==> src/rtl/dma_seq_pkg.sv <==
package dma_seq_pkg;

  typedef enum logic [1:0] {
    ST_IDLE = 2'd0,
    ST_RD   = 2'd1,
    ST_WR   = 2'd2
  } seq_state_e;

  localparam logic [1:0] PH_T1 = 2'd0;
  localparam logic [1:0] PH_T2 = 2'd1;
  localparam logic [1:0] PH_T3 = 2'd2;
  localparam logic [1:0] PH_T4 = 2'd3;

endpackage

==> src/rtl/dma_seq_ctrl.sv <==
module dma_seq_ctrl
  import dma_seq_pkg::*;
(
  input  logic       clk,
  input  logic       rst,
  input  logic       enable,
  input  logic       to_mem,
  input  logic       dreq,
  input  logic       count_nz,
  output seq_state_e state_q,
  output logic [1:0] phase_q,
  output seq_state_e nxt_state,
  output logic [1:0] nxt_phase,
  output logic       nxt_mode,
  output logic       mode_q
);

  logic start;
  logic need_low_q;
  logic guard_ok;

  // A request still high after a from-memory transfer must drop first
  always_comb guard_ok = to_mem || !need_low_q;

  always_comb begin
    nxt_state = state_q;
    nxt_phase = phase_q;
    start     = 1'b0;
    case (state_q)
      ST_IDLE: begin
        if (enable && count_nz && dreq && guard_ok) begin
          start     = 1'b1;
          nxt_state = ST_RD;
          nxt_phase = PH_T1;
        end
      end
      ST_RD: begin
        if (phase_q == PH_T4) begin
          nxt_state = ST_WR;
          nxt_phase = PH_T1;
        end else begin
          nxt_phase = phase_q + 2'd1;
        end
      end
      ST_WR: begin
        if (phase_q == PH_T4) begin
          nxt_state = ST_IDLE;
          nxt_phase = PH_T1;
        end else begin
          nxt_phase = phase_q + 2'd1;
        end
      end
      default: begin
        nxt_state = ST_IDLE;
        nxt_phase = PH_T1;
      end
    endcase
  end

  always_comb nxt_mode = start ? to_mem : mode_q;

  always_ff @(posedge clk) begin
    if (rst) begin
      state_q    <= ST_IDLE;
      phase_q    <= PH_T1;
      mode_q     <= 1'b0;
      need_low_q <= 1'b0;
    end else begin
      state_q <= nxt_state;
      phase_q <= nxt_phase;
      if (start) mode_q <= to_mem;
      if (state_q == ST_WR && phase_q == PH_T4 && !mode_q && dreq)
        need_low_q <= 1'b1;
      else if (!dreq)
        need_low_q <= 1'b0;
    end
  end

endmodule

==> src/rtl/dma_seq_regs.sv <==
module dma_seq_regs #(
  parameter int AW = 16,
  parameter int CW = 16
) (
  input  logic          clk,
  input  logic          rst,
  input  logic          arm,
  input  logic          idle,
  input  logic [AW-1:0] arm_addr,
  input  logic [CW-1:0] arm_count,
  input  logic          mem_step,
  input  logic          pair_done,
  output logic [AW-1:0] mem_addr,
  output logic          count_nz,
  output logic          done
);

  localparam logic [CW-1:0] CNT_ONE = CW'(1);

  logic [CW-1:0] count_q;

  always_comb count_nz = (count_q != '0) && !done;

  always_ff @(posedge clk) begin
    if (rst) begin
      mem_addr <= '0;
      count_q  <= '0;
      done     <= 1'b0;
    end else if (arm && idle) begin
      mem_addr <= arm_addr;
      count_q  <= arm_count;
      done     <= (arm_count == '0);
    end else begin
      if (mem_step) mem_addr <= mem_addr + AW'(1);
      if (pair_done) begin
        count_q <= count_q - CNT_ONE;
        if (count_q == CNT_ONE) done <= 1'b1;
      end
    end
  end

endmodule

==> src/rtl/dma_seq_buspath.sv <==
module dma_seq_buspath
  import dma_seq_pkg::*;
#(
  parameter int AW = 16,
  parameter int DW = 32
) (
  input  logic          clk,
  input  logic          rst,
  input  seq_state_e    nxt_state,
  input  logic [1:0]    nxt_phase,
  input  logic          nxt_mode,
  input  logic          capture,
  input  logic [AW-1:0] mem_addr,
  input  logic [DW-1:0] bus_rdata,
  output logic          bus_rd,
  output logic          bus_wr,
  output logic          bus_periph,
  output logic [AW-1:0] bus_addr,
  output logic [DW-1:0] bus_wdata
);

  logic [DW-1:0] hold_q;
  logic          strobe_ph;
  logic          periph_nxt;

  always_comb strobe_ph  = (nxt_phase == PH_T2) || (nxt_phase == PH_T3);
  always_comb periph_nxt = (nxt_state == ST_RD &&  nxt_mode) ||
                           (nxt_state == ST_WR && !nxt_mode);

  always_ff @(posedge clk) begin
    if (rst) begin
      bus_rd     <= 1'b0;
      bus_wr     <= 1'b0;
      bus_periph <= 1'b0;
      bus_addr   <= '0;
      bus_wdata  <= '0;
      hold_q     <= '0;
    end else begin
      bus_rd <= (nxt_state == ST_RD) && strobe_ph;
      bus_wr <= (nxt_state == ST_WR) && strobe_ph;
      if (nxt_state == ST_IDLE) begin
        bus_periph <= 1'b0;
        bus_addr   <= '0;
      end else if (nxt_phase == PH_T1) begin
        bus_periph <= periph_nxt;
        bus_addr   <= periph_nxt ? '0 : mem_addr;
      end
      bus_wdata <= (nxt_state == ST_WR) ? hold_q : '0;
      if (capture) hold_q <= bus_rdata;
    end
  end

endmodule

==> src/rtl/dma_pair_sequencer.sv <==
module dma_pair_sequencer
  import dma_seq_pkg::*;
#(
  parameter int AW = 16,
  parameter int DW = 32,
  parameter int CW = 16
) (
  input  logic          clk,
  input  logic          rst,
  input  logic          cfg_enable,
  input  logic          cfg_to_mem,
  input  logic          cfg_arm,
  input  logic [AW-1:0] cfg_addr,
  input  logic [CW-1:0] cfg_count,
  input  logic          dma_req,
  input  logic [DW-1:0] bus_rdata,
  output logic          bus_rd,
  output logic          bus_wr,
  output logic          bus_periph,
  output logic [AW-1:0] bus_addr,
  output logic [DW-1:0] bus_wdata,
  output logic          done
);

  seq_state_e    state_q;
  seq_state_e    nxt_state;
  logic [1:0]    phase_q;
  logic [1:0]    nxt_phase;
  logic          nxt_mode;
  logic          mode_q;
  logic          count_nz;
  logic [AW-1:0] mem_addr;
  logic          capture;
  logic          pair_done;
  logic          mem_step;
  logic          idle;

  always_comb begin
    idle      = (state_q == ST_IDLE);
    capture   = (state_q == ST_RD) && (phase_q == PH_T3);
    pair_done = (state_q == ST_WR) && (phase_q == PH_T4);
    mem_step  = ((state_q == ST_RD) && (phase_q == PH_T4) && !mode_q) ||
                ((state_q == ST_WR) && (phase_q == PH_T4) &&  mode_q);
  end

  dma_seq_ctrl ctrl_i (
    .clk       (clk),
    .rst       (rst),
    .enable    (cfg_enable),
    .to_mem    (cfg_to_mem),
    .dreq      (dma_req),
    .count_nz  (count_nz),
    .state_q   (state_q),
    .phase_q   (phase_q),
    .nxt_state (nxt_state),
    .nxt_phase (nxt_phase),
    .nxt_mode  (nxt_mode),
    .mode_q    (mode_q)
  );

  dma_seq_regs #(.AW(AW), .CW(CW)) regs_i (
    .clk       (clk),
    .rst       (rst),
    .arm       (cfg_arm),
    .idle      (idle),
    .arm_addr  (cfg_addr),
    .arm_count (cfg_count),
    .mem_step  (mem_step),
    .pair_done (pair_done),
    .mem_addr  (mem_addr),
    .count_nz  (count_nz),
    .done      (done)
  );

  dma_seq_buspath #(.AW(AW), .DW(DW)) bus_i (
    .clk        (clk),
    .rst        (rst),
    .nxt_state  (nxt_state),
    .nxt_phase  (nxt_phase),
    .nxt_mode   (nxt_mode),
    .capture    (capture),
    .mem_addr   (mem_addr),
    .bus_rdata  (bus_rdata),
    .bus_rd     (bus_rd),
    .bus_wr     (bus_wr),
    .bus_periph (bus_periph),
    .bus_addr   (bus_addr),
    .bus_wdata  (bus_wdata)
  );

endmodule

==> config.mk <==
export PLATFORM = sky130hd
export DESIGN_NAME = dma_pair_sequencer
export DESIGN_NICKNAME = d
export VERILOG_FILES = /design/src/rtl/dma_seq_pkg.sv /design/src/rtl/dma_seq_ctrl.sv /design/src/rtl/dma_seq_regs.sv /design/src/rtl/dma_seq_buspath.sv /design/src/rtl/dma_pair_sequencer.sv
export SDC_FILE = /design/constraint.sdc
export NUM_CORES = 1
export LEC_CHECK = 0
export BUFFER_PORTS_ARGS = -buffer_cell sky130_fd_sc_hd__clkbuf_2
export CAP_MARGIN = 15
export CORE_MARGIN = 2
export CORE_UTILIZATION = 55
export DETAILED_ROUTE_END_ITERATION = 12
export PLACE_DENSITY = 0.79
export SLEW_MARGIN = 20
export SYNTH_ARGS = -nofsm -noshare
export SYNTH_HDL_FRONTEND = slang
export SYNTH_SLANG_ARGS = --single-unit
export TNS_END_PERCENT = 5
==> constraint.sdc <==
create_clock -name clk -period 4.7 [get_ports clk]
set_clock_uncertainty 0.15 [all_clocks]
set_input_delay 0.94 -clock clk [delete_from_list [all_inputs] [get_ports clk]]
set_output_delay 0.94 -clock clk [all_outputs]
set_load 0.005 [all_outputs]
==> key figures, run 1 <==
Global routing
  – First-pass GRT wire length: 20.1 mm
  – GRT Overall Usage: 0.244
  – Maximum number of pins on one net before global-route repair: 66
  – Number of global-route vias before repair: ~4,300
  – Remaining Overflow, GRT: 0
  – Initial antenna violation count: 0

Timing
  – Slew Viols, Final: 0
  – Worst Max-Slew Pin Slew: 836 ps
  – Setup TNS: 0 ps
  – Slew HR: 0.443
  – Final Setup Violations: 0
  – Fin Hold WS: 301 ps
  – Tcrit/Tclk final: 0.720
  – Setup WS post-layout: 1320 ps
  – FMAX: between 200 and 300 MHz
  – Final min period: 3380 ps
  – RSZ-0062 raised after global routing: no
  – Final hold vios: 0

Synth
  – Synth Cell Area: between 5000 and 6000 um^2
  – Syn Inst Count: 581
  – Post-synth ARST share: 0
  – Post-Syn Nets: 661
  – Seq cells post-synth: 122
  – Avg Cell Area, Syn: 8.97 um^2
  – Synth warnings: 0
  – Post-synth EDFFs: 0
  – Sequential area share after synthesis: 0.469
  – Post-synthesis cell type count: 50
  – Top FF cell, synth: dfxtp_1

Clock tree
  – Hold buffers post-CTS: 0
  – Clock Tree Root: clkbuf_8
  – Cts repair resizes: 0
  – Clock Latency Late Sink: 520 ps
  – Clock buffer count from CTS: 17
  – H-tree Lvls: 4
  – Postcts setup bufs: 0
  – Clock transition at path regs: approximately 60 ps
  – Max clock buf depth: 2
  – TritonCTS clock tree: yes
  – Num Clock Sinks: 122

Worst setup path
  – Maximum fanout along the worst path: 20
  – Crit Path Category: register to register
  – Worst EP required: 4930 ps
  – CP max-delay cell: inv_1
  – R2r setup slk: approximately 1300 ps
  – Buf/Inv on CP: 2
  – CP startpoint kind: register
  – Cell Chain, Critical Path: inv_1, ha_1, nor4b_1, and4_1, o211ai_1, a21o_1, ha_1, inv_1, nor2_1, a32oi_1, a21oi_1
  – Top delay family on crit path: simple AND/OR/NAND/NOR gates
  – CP max stage delay: 510 ps
  – Endpoint type of the worst setup path: register
  – Worst path arrival time: 3610 ps

Floorplanning
  – Core Box Area: 9200 um^2
  – I/O pin cnt: 122
  – Die width: 101 um
  – Die area: a little over 10,000 um^2
  – Die Y: 101 um
  – Starting Density: 0.567
  – # rows: 35

Layout
  – Layout cells sized above 1: 0.247
  – Final nets: roughly 760
  – Highest-count cells in the layout ignoring fill and taps: dfxtp_1, clkbuf_2, nand2_1
  – Multi-input logic area: between 2000 and 3000 um^2
  – Fillers: around 720
  – Fin area: about 6400 um^2
  – Seq. cell area: 2440 um^2
  – Most common cell after layout, fill and taps aside: dfxtp_1
  – Number of diodes: 0
  – Non-Filler Instances: just over 800
  – Layout Area Growth over Synthesis: 21.9%

Placed design
  – Placed Area: between 5000 and 6000 um^2
  – Routability cong.: 0.893
  – PortBufs: 121
  – Post-Place Cells: 776
  – Dpl ws: 1270 ps
  – HPWL after DPL: 8.22 mm

Route
  – DR vias: 4,613
  – Routed WL: around 12 mm
  – Final ANT Viol Nets: 0
  – Drt first pass iters: 5
  – Average wire per standard cell: 15.0 um
  – Initial DRC count: 235
  – Via density: roughly 5.7
  – Drc violations: 0

Job
  – Max-cap violations: 0

Pwr
  – Max VDD drop: 0.000244 V
  – Leakage: 2.49 nW
  – Power Density: 403 nW/um^2

Worst hold path
  – HP Class: register to register

Outcome
  – Status: completed
-- routing by layer --
| layer | up-vias | part of all wire | GRT usage |
|---|---|---|---|
| met5 | - | 0 | 0 |
| met4 | 0 | 0.016 | 0.0884 |
| met3 | 22 | 0.070 | 0.0656 |
| met2 | 206 | 0.48 | 0.401 |
| met1 | 2126 | 0.44 | 0.309 |
| li1 | 2259 | - | - |
-- layout make-up --
type	instances	share of cell area
Multi-Input combinational cell	409	0.400
Sequential cell	122	0.384
Timing Repair Buffer	123	0.0982
Clock buffer	18	0.0673
Clock inverter	14	0.0219
Tap cell	111	0.0219
Inverter	11	0.00650
-- final timing paths --
check | start | endpoint | cells past startpoint
setup / recovery | regs_i.count_q[0] | bus_i.bus_addr[3] | 11
hold / removal | bus_i.hold_q[5] | bus_i.hold_q[5] | 2
setup reg to reg | regs_i.count_q[0] | bus_i.bus_addr[3] | 11
hold reg to reg | bus_i.hold_q[5] | bus_i.hold_q[5] | 2
-- synth_stat cells, types with 2 or more instances --
master / count / area share
nand4_1: 22 / 0.026
or3_1: 3 / 0.0036
nand3_1: 11 / 0.011
o21ai_0: 5 / 0.0048
nor2b_1: 3 / 0.0036
buf_2: 2 / 0.0019
nor4_2: 2 / 0.0048
xnor2_1: 16 / 0.027
and4_1: 4 / 0.0067
and3_1: 3 / 0.0036
nor3_1: 9 / 0.0086
nor2_1: 43 / 0.031
o211ai_1: 2 / 0.0029
buf_6: 4 / 0.0086
a21oi_1: 52 / 0.050
inv_1: 10 / 0.0072
o21ai_4: 2 / 0.0062
buf_1: 5 / 0.0036
nand2b_1: 3 / 0.0036
clkbuf_1: 23 / 0.017
xor2_1: 12 / 0.020
nor4_4: 3 / 0.012
nand3b_1: 2 / 0.0029
ha_1: 10 / 0.024
a211oi_1: 28 / 0.040
nand2_1: 79 / 0.057
a41oi_1: 2 / 0.0034
dfxtp_1: 122 / 0.47
a311oi_1: 3 / 0.0050
and2_1: 50 / 0.060
a21o_1: 2 / 0.0029
a32oi_1: 16 / 0.027
nor4_1: 7 / 0.0084
buf_4: 5 / 0.0072
-- flip-flops by register name, summed over array words and instances (netlist names) --
signal,count
regs_i.done,1
bus_i.hold_q,32
ctrl_i.state_q,2
regs_i.mem_addr,16
bus_i.bus_rd,1
regs_i.count_q,16
ctrl_i.phase_q,2
ctrl_i.mode_q,1
ctrl_i.need_low_q,1
bus_i.bus_wdata,32
bus_i.bus_wr,1
bus_i.bus_addr,16
bus_i.bus_periph,1
-- tightest hold or removal path, delay by kind of cell, from the launching register on --
family          cells  cell delay [ps]
flops               1              300
simple gates        1               50
compound gates      1               50
-- per-stage QoR --
stage	util	total power, mW
3_5_place_dp	0.629	1.35
3_3_place_gp	0.627	1.34
5_1_grt	0.691	2.66
2_1_floorplan	-	1.27
6_report	0.691	2.56
4_1_cts	0.690	2.57
-- where the power goes --
| part | leakage, nW | total (mW) | switching, mW | internal (mW) |
|---|---|---|---|---|
| clock network | 0.271 | 1.23 | 0.506 | 0.726 |
| registers | 0.991 | 1.10 | 0.0356 | 1.07 |
| logic | 1.23 | 0.227 | 0.134 | 0.0935 |
-- logic make-up after synthesis --
family                   Yosys count  synth area share
XOR/XNOR                          28            0.0470
multiplexers                       1           0.00216
adder cells (fa/ha/maj)           10            0.0240
flip-flops                       122             0.469
AND/OR/NAND/NOR                  250             0.254
buffers and inverters             50            0.0458
AO/OA/AOI/OAI                    120             0.159
Power figures use the tool's default switching activity.
==> run 2: changes to the inputs <==
Settings changed: CORE_UTILIZATION 55 to 54, PLACE_DENSITY 0.79 to 0.78.
Clock period 4.7 ns to 3.52 ns, I/O delays scaled along.
==> key figures, run 2 (synthesized netlist as in run 1, its figures left out) <==
Outcome
  – Status: completed

Global routing
  – Remaining Overflow, GRT: 0 (unchanged)
  – Maximum number of pins on one net before global-route repair: 41 (-38%)
  – First-pass GRT wire length: 20.3 mm (+1.1%)
  – Number of global-route vias before repair: 4,258 (-2.0%)
  – Initial antenna violation count: 0 (unchanged)
  – GRT Overall Usage: 0.246 (+0.00156)

Route
  – Via density: 5.51 (-3.5%)
  – Initial DRC count: 236 (+0.43%)
  – Final ANT Viol Nets: 0 (unchanged)
  – DR vias: 4,593 (-0.43%)
  – Drt first pass iters: 5 (unchanged)
  – Average wire per standard cell: 14.8 um (-1.5%)
  – Drc violations: 0 (unchanged)
  – Routed WL: 12.4 mm (+1.7%)

Timing
  – FMAX: 325 MHz (+9.9%)
  – Fin Hold WS: 270 ps (-31.5 ps)
  – Final min period: 3080 ps (-305 ps)
  – RSZ-0062 raised after global routing: no
  – Slew Viols, Final: 0 (unchanged)
  – Final hold vios: 0 (unchanged)
  – Tcrit/Tclk final: 0.874 (+0.155)
  – Worst Max-Slew Pin Slew: 817 ps (-19.0 ps)
  – Final Setup Violations: 0 (unchanged)
  – Slew HR: 0.454 (+0.0111)
  – Setup TNS: 0 ps (unchanged)

Worst hold path
  – HP Class: primary input to register
  – Worst Hold Depth: 3 (+1)
  – Hold wc startpoint: bus_rdata[0]
  – Hold worst-path end: bus_i.hold_q[0]

Pwr
  – Power Density: 549 nW/um^2 (+36%)
  – Switching share of power: 0.249 (-0.0146)
  – Gate power share: 0.088 (about the same)
  – Max VDD drop: 0.000301 V (+24%)
  – Switching pwr: 885 uW (+31%)
  – Leakage: 2.54 nW (+2.2%)
  – Int Power: 2.67 mW (+42%)
  – Clock power share: 0.498 (+0.017)
  – Sequential Power Share: 0.414 (-0.016)

Clock tree
  – H-tree Lvls: 4 (unchanged)
  – Clock Tree Root: clkbuf_8
  – Clock transition at path regs: 60 ps (about the same)
  – Clock buffer count from CTS: 17 (unchanged)
  – Clock Latency Late Sink: 500 ps (-20 ps)
  – Hold buffers post-CTS: 0 (unchanged)
  – Num Clock Sinks: 122 (unchanged)
  – Cts repair resizes: 0 (unchanged)
  – Postcts setup bufs: 0 (unchanged)
  – Max clock buf depth: 2 (unchanged)
  – TritonCTS clock tree: yes

Worst setup path
  – R2R Path End: bus_i.bus_addr[4]
  – Worst EP required: 3740 ps (-1190 ps)
  – Launch point of the worst path: regs_i.count_q[0]
  – Buf/Inv on CP: 2 (unchanged)
  – Cell Chain, Critical Path: inv_1, ha_1, nor4b_1, and4_1, o211ai_1, a21o_1, ha_1, inv_1, nor2_1, a32oi_1, a21oi_1
  – Endpoint type of the worst setup path: register
  – R2R depth: 11 (unchanged)
  – Worst path arrival time: 3300 ps (-310 ps)
  – Maximum fanout along the worst path: 14 (-30%)
  – Top delay family on crit path: simple AND/OR/NAND/NOR gates
  – CP startpoint kind: register
  – Reg-to-Reg Start: regs_i.count_q[0]
  – CP max-delay cell: and4_1
  – Crit Path Category: register to register
  – CP max stage delay: 490 ps (-20 ps)
  – R2r setup slk: 440 ps (-880 ps)

Floorplanning
  – # rows: 35 (unchanged)
  – Starting Density: 0.561 (-0.00535)
  – Die width: 102 um (+0.89%)
  – Die Y: 102 um (+0.89%)
  – Core Box Area: 9280 um^2 (+0.95%)
  – Die area: 10,500 um^2 (+1.8%)
  – I/O pin cnt: 122 (unchanged)

Layout
  – Highest-count cells in the layout ignoring fill and taps: dfxtp_1, clkbuf_2, nand2_1
  – Layout cells sized above 1: 0.255 (+0.00855)
  – Most common cell after layout, fill and taps aside: dfxtp_1
  – Number of diodes: 0 (unchanged)
  – Layout Area Growth over Synthesis: 24.2%
  – Largest regs: bus_i.bus_wdata x32, bus_i.hold_q x32
  – Final nets: 772 (+1.0%)

Placed design
  – Routability cong.: 0.890 (-0.28%)
  – HPWL after DPL: 8.39 mm (+2.1%)
  – PortBufs: 121 (unchanged)

Job
  – Max-cap violations: 0 (unchanged)
## run 2: changes by cell type in the layout (fill, tap and decap cells not counted)
cell / previous run / this run
buf_4: 1 / 10
buf_6: 1 / 0
bufinv_16: 1 / 3
clkinv_2: 1 / 0
clkinv_4: 4 / 2
inv_6: 4 / 5
nand2_2: 1 / 2
nand2_4: 1 / 0
## run 2: worst max path at each step
stage | to | slack [ps] | cells after the start
3_3_place_gp | bus_i.bus_addr[3] | 680 | 11
6_report | bus_i.bus_addr[4] | 440 | 11
4_1_cts | bus_i.bus_addr[4] | 490 | 11
2_1_floorplan | bus_i.bus_addr[3] | 860 | 13
5_1_grt | bus_i.bus_addr[4] | 220 | 11
3_5_place_dp | bus_i.bus_addr[11] | 510 | 11
## run 2: power by group through the flow
stage / sequential (mW) / combinational (mW) / clock [mW]
6_report: 1.47 / 0.314 / 1.77
5_1_grt: 1.48 / 0.349 / 1.86
4_1_cts: 1.47 / 0.311 / 1.79
3_5_place_dp: 1.50 / 0.306 / 0
3_3_place_gp: 1.50 / 0.295 / 0
2_1_floorplan: 1.49 / 0.208 / 0
## run 2: cell type report
type / count / area, um^2
clock buffers: 18 / 428
clock inverters: 14 / 185
fillers: 733 / 2810
inverters: 11 / 41.3
multi-input cells: 409 / 2540
flip-flops and latches: 122 / 2440
well taps: 129 / 161
repair buffers: 131 / 681
## run 2: layer usage
layer  wire length (um)  track usage
met5                  0            0
met4                218       0.0841
met3                821       0.0534
met2               5890        0.405
met1               5420        0.320
## run 2: metrics by stage
stage          total power [mW]  instances   util  setup slack (ps)  cell area, um^2
2_1_floorplan              1.70        581      -               859             5210
3_3_place_gp               1.80        802  0.631               680             5860
3_5_place_dp               1.81        802  0.631               507             5860
4_1_cts                    3.57        834  0.697               492             6470
5_1_grt                    3.69        834  0.698               219             6480
6_report                   3.56        834  0.698               442             6480
## run 2: worst register-to-register path, cell delays in order, from the launching register on
cell and delay, ps:
dfxtp_1 330, inv_1 110, ha_1 210, nor4b_1 340, and4_1 500, o211ai_1 130, a21o_1 190, ha_1 220
inv_1 320, nor2_1 130, a32oi_1 240, a21oi_1 100
==> run 3: changes to the inputs <==
Settings changed: PLACE_DENSITY 0.78 to 0.8.
==> key figures, run 3 (synthesized netlist as in run 1, its figures left out) <==
Outcome
  – Status: completed

Route
  – Average wire per standard cell: 14.9 um (+0.47%)
  – Final ANT Viol Nets: 0 (unchanged)
  – Routed WL: 12.4 mm (+0.47%)
  – Initial DRC count: 188 (-20%)
  – Drc violations: 0 (unchanged)
  – DR vias: 4,636 (+0.94%)
  – Drt first pass iters: 4 (-1)
  – Via density: 5.56 (+0.94%)

Global routing
  – First-pass GRT wire length: 20.6 mm (+1.4%)
  – Initial antenna violation count: 0 (unchanged)
  – GRT Overall Usage: 0.248 (+0.00216)
  – Remaining Overflow, GRT: 0 (unchanged)
  – Maximum number of pins on one net before global-route repair: 39 (-4.9%)
  – Number of global-route vias before repair: 4,417 (+3.7%)

Pwr
  – Leakage: 2.55 nW (+0.11%)
  – Sequential Power Share: 0.410 (-0.004)
  – Power Density: 555 nW/um^2 (+0.96%)
  – Max VDD drop: 0.000314 V (+4.5%)
  – Clock power share: 0.502 (+0.004)
  – Int Power: 2.71 mW (+1.6%)
  – Switching pwr: 877 uW (-0.90%)
  – Gate power share: 0.087 (about the same)
  – Switching share of power: 0.244 (-0.00464)

Floorplanning
  – Die width: 102 um (unchanged)
  – Die Y: 102 um (unchanged)
  – # rows: 35 (unchanged)
  – Core Box Area: 9280 um^2 (unchanged)
  – Starting Density: 0.561 (unchanged)
  – Die area: 10,500 um^2 (unchanged)
  – I/O pin cnt: 122 (unchanged)

Layout
  – Multi-input logic area: 2540 um^2 (unchanged)
  – Highest-count cells in the layout ignoring fill and taps: dfxtp_1, clkbuf_2, nand2_1
  – Seq. cell area: 2440 um^2 (unchanged)
  – Largest regs: bus_i.bus_wdata x32, bus_i.hold_q x32
  – Fillers: 732 (-0.14%)
  – Layout cells sized above 1: 0.252 (-0.00284)
  – Layout Area Growth over Synthesis: 24.3% (about the same)
  – Number of diodes: 0 (unchanged)
  – Final nets: 772 (unchanged)
  – Most common cell after layout, fill and taps aside: dfxtp_1

Clock tree
  – Clock transition at path regs: 60 ps (about the same)
  – Cts repair resizes: 0 (unchanged)
  – Clock Tree Root: clkbuf_8
  – H-tree Lvls: 4 (unchanged)
  – Max clock buf depth: 2 (unchanged)
  – Clock Latency Late Sink: 510 ps (about the same)
  – Hold buffers post-CTS: 0 (unchanged)
  – Num Clock Sinks: 122 (unchanged)
  – Postcts setup bufs: 0 (unchanged)
  – TritonCTS clock tree: yes
  – Clock buffer count from CTS: 17 (unchanged)

Worst setup path
  – Worst path arrival time: 3160 ps (-140 ps)
  – Top delay family on crit path: simple AND/OR/NAND/NOR gates
  – CP max-delay cell: inv_1
  – Crit Path Category: register to register
  – CP startpoint kind: register
  – Cell Chain, Critical Path: inv_1, ha_1, nor4b_1, and4_1, o211ai_1, a21o_1, ha_1, inv_1, nor2_1, a32oi_1, a21oi_1
  – Endpoint type of the worst setup path: register
  – CP max stage delay: 370 ps (-120 ps)
  – Reg-to-Reg Start: regs_i.count_q[0]
  – Launch point of the worst path: regs_i.count_q[0]
  – Worst EP required: 3740 ps (about the same)
  – Buf/Inv on CP: 2 (unchanged)
  – Maximum fanout along the worst path: 15 (+1)

Timing
  – RSZ-0062 raised after global routing: no
  – Slew Viols, Final: 0 (unchanged)
  – Setup TNS: 0 ps (unchanged)
  – Worst Max-Slew Pin Slew: 776 ps (-40.3 ps)
  – Slew HR: 0.481 (+0.0269)
  – Final min period: 2940 ps (-136 ps)
  – Setup WS post-layout: 578 ps (+136 ps)
  – FMAX: 340 MHz (+4.6%)
  – Final hold vios: 0 (unchanged)
  – Final Setup Violations: 0 (unchanged)
  – Tcrit/Tclk final: 0.836 (-0.0386)

Placed design
  – HPWL after DPL: 8.27 mm (-1.4%)
  – Dpl ws: 691 ps (+184 ps)
  – PortBufs: 121 (unchanged)
  – Routability cong.: 0.909 (+2.2%)

Worst hold path
  – HP Class: primary input to register
  – Hold wc startpoint: bus_rdata[28]

Job
  – Max-cap violations: 0 (unchanged)
-- run 3: stage by stage --
stage	cells	hold slack [ps]	cell area, um^2	utilization	power, mW
after CTS	834	254	6470	0.697	3.60
after floorplan	581	280	5210	-	1.70
after detailed placement	802	289	5860	0.631	1.81
after global placement	802	283	5860	0.631	1.80
after global routing	834	258	6480	0.698	3.72
final	834	265	6480	0.698	3.59
-- run 3: final timing paths --
path	endpoint	slack [ps]	cells past startpoint
setup reg to reg	bus_i.bus_addr[4]	580	11
hold / removal	bus_i.hold_q[28]	260	3
setup / recovery	bus_i.bus_addr[4]	580	11
hold reg to reg	bus_i.hold_q[28]	300	2
-- run 3: power by group through the flow --
stage	Clock, mW	Sequential, mW	Combinational, mW
global route	1.90	1.48	0.347
finish	1.80	1.47	0.314
detailed placement	0	1.50	0.306
global placement	0	1.50	0.296
CTS	1.82	1.47	0.309
floorplan	0	1.49	0.208
-- run 3: area by class of cell --
type                    count  area share
repair buffers            131       0.105
flip-flops and latches    122       0.377
multi-input cells         409       0.392
clock buffers              19      0.0651
well taps                 129      0.0249
inverters                  11     0.00637
clock inverters            13      0.0297
-- run 3: worst min-delay path, cell delays in order --
cell      delay (ps)
clkbuf_2          80
nand2_1           40
a21oi_1           50
-- run 3: routing by layer --
layer  up-vias  GRT usage  wire, um
met3        28     0.0602       889
met2       212      0.406      5840
li1       2272          -         -
met4         0     0.0944       242
met1      2124      0.317      5440
met5         -          0         0
